[src/rtl/alx_pkg.sv]
package alx_pkg;

    localparam int INSTR_W = 16;
    localparam int NUM_ACC = 4;
    localparam int ACC_IW  = $clog2(NUM_ACC);

    typedef enum logic [2:0] {
        FN_COM = 3'd0,
        FN_NEG = 3'd1,
        FN_MOV = 3'd2,
        FN_INC = 3'd3,
        FN_ADC = 3'd4,
        FN_SUB = 3'd5,
        FN_ADD = 3'd6,
        FN_AND = 3'd7
    } alx_fn_e;

    typedef enum logic [1:0] {
        SH_NONE  = 2'd0,
        SH_ROTL  = 2'd1,
        SH_ROTR  = 2'd2,
        SH_SWAP  = 2'd3
    } alx_shift_e;

    typedef enum logic [1:0] {
        CB_KEEP = 2'd0,
        CB_ZERO = 2'd1,
        CB_INV  = 2'd2,
        CB_ONE  = 2'd3
    } alx_cbase_e;

    typedef enum logic [2:0] {
        SK_NEVER  = 3'd0,
        SK_ALWAYS = 3'd1,
        SK_CZ     = 3'd2,
        SK_CNZ    = 3'd3,
        SK_RZ     = 3'd4,
        SK_RNZ    = 3'd5,
        SK_EITHZ  = 3'd6,
        SK_BOTHNZ = 3'd7
    } alx_skip_e;

    typedef struct packed {
        logic                 op_class;
        logic [ACC_IW-1:0]    src;
        logic [ACC_IW-1:0]    dst;
        alx_fn_e              fn;
        alx_shift_e           sh;
        alx_cbase_e           cbase;
        logic                 no_load;
        alx_skip_e            skip;
    } alx_instr_t;

endpackage

[src/rtl/alx_func.sv]
module alx_func
    import alx_pkg::*;
#(
    parameter int WIDTH = 16
) (
    input  alx_fn_e           fn_i,
    input  alx_cbase_e        cbase_i,
    input  logic              carry_i,
    input  logic [WIDTH-1:0]  s_i,
    input  logic [WIDTH-1:0]  d_i,
    output logic [WIDTH-1:0]  res_o,
    output logic              cout_o
);

    logic [WIDTH:0] sum;
    logic           arith;
    logic           base;

    always_comb begin
        unique case (cbase_i)
            CB_KEEP: base = carry_i;
            CB_ZERO: base = 1'b0;
            CB_INV:  base = ~carry_i;
            CB_ONE:  base = 1'b1;
        endcase
    end

    always_comb begin
        sum   = '0;
        arith = 1'b1;
        unique case (fn_i)
            FN_COM: begin sum = {1'b0, ~s_i};     arith = 1'b0; end
            FN_NEG:       sum = {1'b0, ~s_i} + 1'b1;
            FN_MOV: begin sum = {1'b0, s_i};      arith = 1'b0; end
            FN_INC:       sum = {1'b0, s_i} + 1'b1;
            FN_ADC:       sum = {1'b0, d_i} + {1'b0, ~s_i};
            FN_SUB:       sum = {1'b0, d_i} + {1'b0, ~s_i} + 1'b1;
            FN_ADD:       sum = {1'b0, d_i} + {1'b0, s_i};
            FN_AND: begin sum = {1'b0, d_i & s_i}; arith = 1'b0; end
        endcase
    end

    assign res_o  = sum[WIDTH-1:0];
    assign cout_o = arith ? (base ^ sum[WIDTH]) : base;

endmodule

[src/rtl/alx_shifter.sv]
module alx_shifter
    import alx_pkg::*;
#(
    parameter int WIDTH = 16
) (
    input  alx_shift_e        sh_i,
    input  logic              c_i,
    input  logic [WIDTH-1:0]  r_i,
    output logic              c_o,
    output logic [WIDTH-1:0]  r_o
);

    localparam int HALF = WIDTH / 2;

    always_comb begin
        unique case (sh_i)
            SH_NONE: begin c_o = c_i;          r_o = r_i; end
            SH_ROTL: begin c_o = r_i[WIDTH-1]; r_o = {r_i[WIDTH-2:0], c_i}; end
            SH_ROTR: begin c_o = r_i[0];       r_o = {c_i, r_i[WIDTH-1:1]}; end
            SH_SWAP: begin c_o = c_i;          r_o = {r_i[HALF-1:0], r_i[WIDTH-1:HALF]}; end
        endcase
    end

endmodule

[src/rtl/alx_skip_eval.sv]
module alx_skip_eval
    import alx_pkg::*;
#(
    parameter int WIDTH = 16
) (
    input  alx_skip_e         sk_i,
    input  logic              c_i,
    input  logic [WIDTH-1:0]  r_i,
    output logic              skip_o
);

    logic rz;
    assign rz = (r_i == '0);

    always_comb begin
        unique case (sk_i)
            SK_NEVER:  skip_o = 1'b0;
            SK_ALWAYS: skip_o = 1'b1;
            SK_CZ:     skip_o = ~c_i;
            SK_CNZ:    skip_o = c_i;
            SK_RZ:     skip_o = rz;
            SK_RNZ:    skip_o = ~rz;
            SK_EITHZ:  skip_o = ~c_i | rz;
            SK_BOTHNZ: skip_o = c_i & ~rz;
        endcase
    end

endmodule

[src/rtl/alx_accfile.sv]
module alx_accfile
    import alx_pkg::*;
#(
    parameter int WIDTH = 16
) (
    input  logic              clk,
    input  logic              rst_n,
    input  logic              we_i,
    input  logic [ACC_IW-1:0] widx_i,
    input  logic [WIDTH-1:0]  wdata_i,
    input  logic              pe_i,
    input  logic [ACC_IW-1:0] pidx_i,
    input  logic [WIDTH-1:0]  pdata_i,
    input  logic [ACC_IW-1:0] ra_idx_i,
    input  logic [ACC_IW-1:0] rb_idx_i,
    input  logic [ACC_IW-1:0] rc_idx_i,
    output logic [WIDTH-1:0]  ra_o,
    output logic [WIDTH-1:0]  rb_o,
    output logic [WIDTH-1:0]  rc_o
);

    logic [WIDTH-1:0] acc_q [NUM_ACC];

    for (genvar g = 0; g < NUM_ACC; g++) begin : g_acc
        always_ff @(posedge clk or negedge rst_n) begin
            if (!rst_n) begin
                acc_q[g] <= '0;
            end else if (we_i && widx_i == ACC_IW'(g)) begin
                acc_q[g] <= wdata_i;
            end else if (pe_i && pidx_i == ACC_IW'(g)) begin
                acc_q[g] <= pdata_i;
            end
        end
    end

    assign ra_o = acc_q[ra_idx_i];
    assign rb_o = acc_q[rb_idx_i];
    assign rc_o = acc_q[rc_idx_i];

endmodule

[src/rtl/alx_shift_skip_unit.sv]
module alx_shift_skip_unit
    import alx_pkg::*;
#(
    parameter int WIDTH = 16
) (
    input  logic              clk,
    input  logic              rst_n,
    input  logic              exec_i,
    input  logic [15:0]       instr_i,
    input  logic              pre_en_i,
    input  logic [1:0]        pre_idx_i,
    input  logic [WIDTH-1:0]  pre_data_i,
    input  logic [1:0]        rd_idx_i,
    output logic [WIDTH-1:0]  rd_data_o,
    output logic              carry_o,
    output logic              wr_en_o,
    output logic [1:0]        wr_idx_o,
    output logic [WIDTH-1:0]  wr_data_o,
    output logic              carry_next_o,
    output logic              skip_o
);

    alx_instr_t        ins;
    logic [WIDTH-1:0]  s_val;
    logic [WIDTH-1:0]  d_val;
    logic [WIDTH-1:0]  fn_res;
    logic              fn_c;
    logic              sk_raw;
    logic              carry_q;

    assign ins = alx_instr_t'(instr_i);

    alx_accfile #(.WIDTH(WIDTH)) acc_i (
        .clk      (clk),
        .rst_n    (rst_n),
        .we_i     (wr_en_o),
        .widx_i   (wr_idx_o),
        .wdata_i  (wr_data_o),
        .pe_i     (pre_en_i),
        .pidx_i   (pre_idx_i),
        .pdata_i  (pre_data_i),
        .ra_idx_i (ins.src),
        .rb_idx_i (ins.dst),
        .rc_idx_i (rd_idx_i),
        .ra_o     (s_val),
        .rb_o     (d_val),
        .rc_o     (rd_data_o)
    );

    alx_func #(.WIDTH(WIDTH)) func_i (
        .fn_i    (ins.fn),
        .cbase_i (ins.cbase),
        .carry_i (carry_q),
        .s_i     (s_val),
        .d_i     (d_val),
        .res_o   (fn_res),
        .cout_o  (fn_c)
    );

    alx_shifter #(.WIDTH(WIDTH)) shift_i (
        .sh_i (ins.sh),
        .c_i  (fn_c),
        .r_i  (fn_res),
        .c_o  (carry_next_o),
        .r_o  (wr_data_o)
    );

    alx_skip_eval #(.WIDTH(WIDTH)) skip_i (
        .sk_i   (ins.skip),
        .c_i    (carry_next_o),
        .r_i    (wr_data_o),
        .skip_o (sk_raw)
    );

    assign wr_en_o  = exec_i & ins.op_class & ~ins.no_load;
    assign wr_idx_o = ins.dst;
    assign skip_o   = ins.op_class & sk_raw;

    always_ff @(posedge clk or negedge rst_n) begin
        if (!rst_n) begin
            carry_q <= 1'b0;
        end else if (wr_en_o) begin
            carry_q <= carry_next_o;
        end
    end

    assign carry_o = carry_q;

endmodule

[config.mk]
export PLATFORM = sky130hd
export DESIGN_NAME = alx_shift_skip_unit
export DESIGN_NICKNAME = d
export VERILOG_FILES = /design/src/rtl/alx_pkg.sv /design/src/rtl/alx_func.sv /design/src/rtl/alx_shifter.sv /design/src/rtl/alx_skip_eval.sv /design/src/rtl/alx_accfile.sv /design/src/rtl/alx_shift_skip_unit.sv
export SDC_FILE = /design/constraint.sdc
export NUM_CORES = 1
export LEC_CHECK = 0
export ABC_AREA = 1
export BUFFER_PORTS_ARGS = -buffer_cell sky130_fd_sc_hd__buf_2
export CAP_MARGIN = 20
export CORE_MARGIN = 2
export CORE_UTILIZATION = 48
export DETAILED_ROUTE_END_ITERATION = 6
export PLACE_DENSITY = 0.67
export SYNTH_ARGS = -nofsm -noshare
export SYNTH_HDL_FRONTEND = slang
export SYNTH_SLANG_ARGS = --single-unit
[constraint.sdc]
create_clock -name clk -period 5.2 [get_ports clk]
set_clock_uncertainty 0.1 [all_clocks]
set_input_delay 0.78 -clock clk [delete_from_list [all_inputs] [get_ports clk]]
set_output_delay 0.78 -clock clk [all_outputs]
set_load 0.03 [all_outputs]
# After elaboration in Yosys (flattened, before gate mapping)
# Cells that the tools add are included.
# Widths: inputs -> output; s select.
word_totals:
  register_bits: 65
  inputBits: 40
  elab_cells: 98
  out_inout_bits: 38
classes:
  n_mux: 23
  n_reduce_logical: 21
  eq_ne: 26
  order_cmp: 3
  n_bitwise: 15
  addsub: 5
ops:
  columns: ["op", "count"]
  rows:
  - ["$mux 16", 14]
  - ["$pmux 17 s8", 1]
  - ["$bmux 16 s2", 3]
  - ["$pmux 16 s4", 1]
  - ["$add 16x1->17 const B", 2]
  - ["$add 16x16->17", 2]
  - ["$eq 3x3->1 const B", 8]
  - ["$add 17x1->17 const B", 1]
  - ["$and 16x16->16", 1]
  - ["$eq 2x2->1 const B", 8]
  - ["$logic_not 16->1", 1]
  - ["$not 16->16", 1]
  - ["$eq 3x2->1 const B", 4]
  - ["$ge 3x3->1 const B", 3]
  - ["$not 2->3", 3]
  - ["$eq 2x1->1 const B", 4]
  - ["$logic_and 1x1->1", 8]
  - ["$logic_not 2->1", 4]
  - ["$pmux 1 s8", 1]
  - ["$reduce_bool 2->1", 4]
  - ["$eq 3x1->1 const B", 2]
  - ["$logic_not 3->1", 2]
  - ["$and 1x1->1", 4]
  - ["$not 1->1", 4]
  - ["other kinds (7)", 7]

# Longest topological paths before layout
depth:
  ltp_word: 16
  ltp_mapped: 35

# Hierarchy
# A second synthesis with hierarchy kept.
hier_totals:
  hier_cells: 1609
  hier_area_um2: 9088.7
by_module_without_submodules:
  columns: ["mod", "instances", "cells_per_inst", "seq_area_each_um2", "area_per_inst_um2"]
  rows:
  - ["alx_accfile", 1, 730, 1601.5, 4724.5]
  - ["alx_func", 1, 687, 0.0, 3507.1]
  - ["alx_shifter", 1, 153, 0.0, 655.6]
  - ["alx_skip_eval", 1, 28, 0.0, 127.6]
  - ["alx_shift_skip_unit", 1, 11, 25.0, 73.8]

# Worst setup path after synthesis
# No wires, ideal clock.
synth_timing:
  kind: "input -> output"
  start: "input instr_i[11]"
  end: "output skip_o"
  n_path_buf: 0
  t_arrival_ns: 4.443
  slack_ns: -0.123
  required_ns: 4.320
  cell_stages: 26
  path_cell_list: "nor2_1 a22oi_1 nand3_1 ha_1 inv_1 fa_1 nand2_1 nand2_2 inv_1 ha_1 nand3_1 inv_1 nand3_2 nor2_1 nand2_1 nor2_1 nand3_1 nand2_1 nand3_1 nand2_2 nand3_1 a22oi_2 nor2_1 nand4_1 a21oi_1 nor2_1"
synth_rtl:
  columns: ["element", "line", "text"]
  rows:
  - ["start, declared", "alx_shift_skip_unit.sv:9", "input logic [15:0] instr_i,"]
  - ["$not 2->3 (not written as such) (*)", "alx_accfile.sv:37", "assign rb_o = acc_q[rb_idx_i];"]
  - ["$bmux 16 s2 (*)", "alx_accfile.sv:37", null]
  - ["$mux 16 (not written as such) (*) (2 in a row)", "alx_accfile.sv:37", null]
  - ["$add 16x16->17", "alx_func.sv:36, alx_func.sv:37", null]
  - ["$add 17x1->17", "alx_func.sv:37", "FN_SUB: sum = {1'b0, d_i} + {1'b0, ~s_i} + 1'b1;"]
  - ["$pmux 17 s8 (*)", "alx_func.sv:31", "unique case (fn_i)"]
  - ["$pmux 16 s4 (*)", "alx_shifter.sv:16", "unique case (sh_i)"]
  - ["named net wr_data_o[6]", "alx_shift_skip_unit.sv:18", "output logic [WIDTH-1:0] wr_data_o,"]
  - ["$logic_not 16->1 (*)", "alx_skip_eval.sv:13", "assign rz = (r_i == '0);"]
  - ["$not 1->1", "alx_skip_eval.sv:22, alx_skip_eval.sv:24", null]
  - ["$and 1x1->1", "alx_skip_eval.sv:24", "SK_BOTHNZ: skip_o = c_i & ~rz;"]
  - ["$pmux 1 s8 (*)", "alx_skip_eval.sv:16", "unique case (sk_i)"]
  - ["$and 1x1->1 (*)", "alx_shift_skip_unit.sv:77", "assign skip_o = ins.op_class & sk_raw;"]
  - ["end, declared", "alx_shift_skip_unit.sv:20", "output logic skip_o"]
# The timed path passes the listed nets; every way through them passes the cells marked *. The select of a mux whose other input is x is not followed.

# Worst setup path in the final report
layout_timing:
  start: "input instr_i[11]"
  end: "output skip_o"
layout_via:
  elab_chain_len: 15
layout_lines:
  columns: ["element", "line", "text"]
  rows:
  - ["$not 2->3 (not written as such) (*)", "alx_accfile.sv:37", null]
  - ["$bmux 16 s2 (*)", "alx_accfile.sv:37", null]
  - ["$mux 16 (not written as such) (*) (2 in a row)", "alx_accfile.sv:37", null]
  - ["$add 16x16->17", "alx_func.sv:36, alx_func.sv:37", null]
  - ["$add 17x1->17", "alx_func.sv:37", null]
  - ["$pmux 17 s8 (*)", "alx_func.sv:31", null]
  - ["$xor 1x1->1", "alx_func.sv:44", "assign cout_o = arith ? (base ^ sum[WIDTH]) : base;"]
  - ["$mux 1", "alx_func.sv:44", null]
  - ["$pmux 16 s4", "alx_shifter.sv:16", null]
  - ["$logic_not 16->1", "alx_skip_eval.sv:13", null]
  - ["$not 1->1", "alx_skip_eval.sv:22, alx_skip_eval.sv:24", null]
  - ["$and 1x1->1", "alx_skip_eval.sv:24", null]
  - ["$pmux 1 s8 (*)", "alx_skip_eval.sv:16", null]
  - ["$and 1x1->1 (*)", "alx_shift_skip_unit.sv:77", null]
# Mark *: on every way between the ends. The rest lies on a longest branch, timed or not. The select of a mux whose other input is x is not followed.

==> impl_metrics.py <==
metrics = {
    "cts": {
        "cts-root-buf": "clkbuf_16",
        "clk_latency_ns": 0.34,
        "clock_sinks": 65,
        "cts_max_level": 3,
        "clkTransAtPathRegs_ns": 0.05,
        "holdBufCountCts": 0,
        "cts_inserted_buffers": 9,
        "cts_buffer_depth": 2,
        "cts_tree": "yes",
    },
    "sta": {
        "tightest_slew_ns": 0.941,
        "setup_viol": 1,
        "layout_min_cycle_time_ns": 5.28,
        "period_share": 1.02,
        "setup_slack_ns": -0.0843,
        "clock.fmax_ghz": 0.189,
        "rsz0062_at_grt": "yes",
        "relSlewSlack": 0.371,
        "slew_violations": 0,
        "hold_violations": 0,
    },
    "power": {
        "power.density_nw_per_um2": 305,
        "peakVddDrop_mv": 0.316,
        "p_leak_nw": 6.13,
    },
    "setup_path": {
        "cp_top_family": "simple AND/OR/NAND/NOR gates",
        "max_stage_delay_ns": 0.43,
        "timing.rr.end": "acc_i.acc_q[16]$_DFFE_PN0P_",
        "slowest_stage": "fa_2",
        "critPathKind": "in -> out",
        "regToRegStartpoint": "acc_i.acc_q[48]$_DFFE_PN0P_",
        "startpoint_type": "primary input",
        "arrival_ns": 4.40,
        "critPathBufInv": 7,
        "worstPathRequired_ns": 4.32,
        "crit_top_cell": "nand2_2",
        "worstRegToRegCells": 27,
        "cp-end-kind": "primary output",
        "rrSetupSlack_ns": 1.19,
        "worst-path-max-fanout": 5,
    },
    "synthesis": {
        "synth_edf_count": 0,
        "syn_nets": 1577,
        "yosysSeqAreaShare": 0.188,
        "ys_types": 46,
        "yosys_warnings": 0,
        "synthesis.area_sq_um": 8670,
        "yosysMostFrequentCell": "nand2_1",
        "syn_area_per_cell_sq_um": 5.85,
        "ys_ff_latch": 65,
        "synth_cells": 1482,
        "synth_top_area_frac": 0.188,
        "yosys-top-cells-area": "dfrtp_1 19%, nand2_1 18%, nand3_1 9.3%",
        "synth_area_leader_cell": "dfrtp_1",
        "ys_top_cells_by_count": "414 x nand2_1, 191 x inv_1, 162 x nand3_1",
        "async_flop_share": 1.00,
        "ys.flop_type": "dfrtp_1",
    },
    "job": {
        "cap_violations": 0,
    },
    "place": {
        "dp_cells": 1910,
        "dp_hpwl_um": 27100,
        "port_buffers": 77,
        "place_congestion": 0.974,
    },
    "global_route": {
        "grt_max_degree": 57,
        "grt_pass1_wl_um": 56000,
        "grt.overflow.total": 0,
        "grt_pass1_vias": 10500,
        "antenna_found_initial": 0,
        "track_usage": 0.361,
    },
    "detailed_routing": {
        "first_pass_iters": 5,
        "wl_um": 36100,
        "vias": 11300,
        "dr.first_iter.drc_count": 1184,
        "antenna_left": 0,
        "route.detailed.drc": 0,
        "routedWlPerCell_um": 18.5,
        "viasPerCell": 5.79,
    },
    "floorplanning": {
        "ios": 78,
        "start_util": 0.486,
        "die_area_sq_um": 19200,
        "die_h_um": 138,
        "die_w_um": 138,
        "floorplan.rows": 49,
        "core_sq_um": 17800,
    },
    "final_layout": {
        "diodes": 0,
        "drive_gt1_frac": 0.315,
        "area_delta_synth_final_pct": 39.0,
        "nFillCells": 1624,
        "final_nets": 1815,
        "fin_util": 0.676,
        "fin_cells": 1954,
    },
    "hold_path": {
        "hp-class": "in -> async",
    },
    "run_status": {
        "status": "finished, violations left",
        "violations": "setup timing",
    },
}
-- state kept, by name, summed over array words and instances, names as in the netlist --
name and count:
acc_i.acc_q 64, carry_o 1
-- layout by cell type, fill, tap and decap left out, types with 65 or more instances in the layout --
cell type,count
nand2_1,355
inv_1,178
a21oi_1,113
buf_2,71
nand3_1,122
o21ai_0,114
nor2_1,75
buf_4,197
dfrtp_1,65
nand2_2,73
-- power by group --
part,total [mW],internal (mW),switching [mW]
combinational,2.34,0.968,1.37
clock,0.603,0.380,0.223
sequential,0.735,0.605,0.130
-- routing by layer --
metal	track usage	wire length [um]
met1	0.489	14900
met2	0.600	16900
met3	0.0388	2970
met4	0.131	1420
met5	0	0
-- layout make-up --
type / count / area [sq um] / area share
inverter: 201 / 777 / 0.0644
multi-input combinational: 1160 / 7000 / 0.581
sequential: 65 / 1630 / 0.135
timing repair buffer: 283 / 2070 / 0.171
tap: 229 / 287 / 0.0238
clock inverter: 6 / 57.6 / 0.00477
clock buffer: 10 / 239 / 0.0198
-- what timing repair did --
action | 4_1_cts | 5_1_grt
buffers inserted | 15 | 12
cloned | 1 | 0
pin swaps | 47 | 61
gates resized for setup | 148 | 112
setup endpoints to repair | 3 | 9
-- worst max path at each step --
stage	start	endpoint	slack, ns	cells after the start
finish	instr_i[11]	skip_o	-0.08	33
global route	instr_i[11]	skip_o	-0.27	33
detailed placement	instr_i[11]	skip_o	-0.25	32
global placement	instr_i[11]	skip_o	-0.20	33
CTS	instr_i[12]	skip_o	0.001	31
floorplan	instr_i[11]	skip_o	0.02	26
-- worst reg2reg max path: cells and delay by family, from the launching register on --
kind / cells / cell delay [ns]
AO/OA/AOI/OAI: 2 / 0.43
AND/OR/NAND/NOR: 16 / 1.60
flip-flops: 1 / 0.47
buffers and inverters: 6 / 0.54
adder cells (fa/ha/maj): 3 / 0.77
-- metrics by stage --
| stage | power (mW) | cell area, sq um | setup slack, ns | hold slack (ns) | setup TNS (ns) |
|---|---|---|---|---|---|
| after floorplan | 1.84 | 8680 | 0.0216 | 0.384 | 0 |
| after CTS | 3.46 | 11500 | 0.00109 | 0.197 | 0 |
| after global routing | 3.91 | 12100 | -0.270 | 0.204 | -0.525 |
| after global placement | 2.62 | 10400 | -0.195 | 0.428 | -0.195 |
| after detailed placement | 2.64 | 10400 | -0.248 | 0.433 | -0.328 |
| final | 3.68 | 12100 | -0.0843 | 0.195 | -0.0843 |
-- logic make-up (layout without fill, tap and decap cells) --
family,after synthesis,after routing,share of synthesized area
and+or+nand+nor,731,731,0.365
DFF,65,65,0.188
buffers and inverters,257,500,0.119
xor gates and xnor gates,5,5,0.00505
adders and majority gates,55,55,0.0811
AOI/OAI and AO/OA,369,369,0.242
No activity file was read; power rests on OpenSTA's default activity.
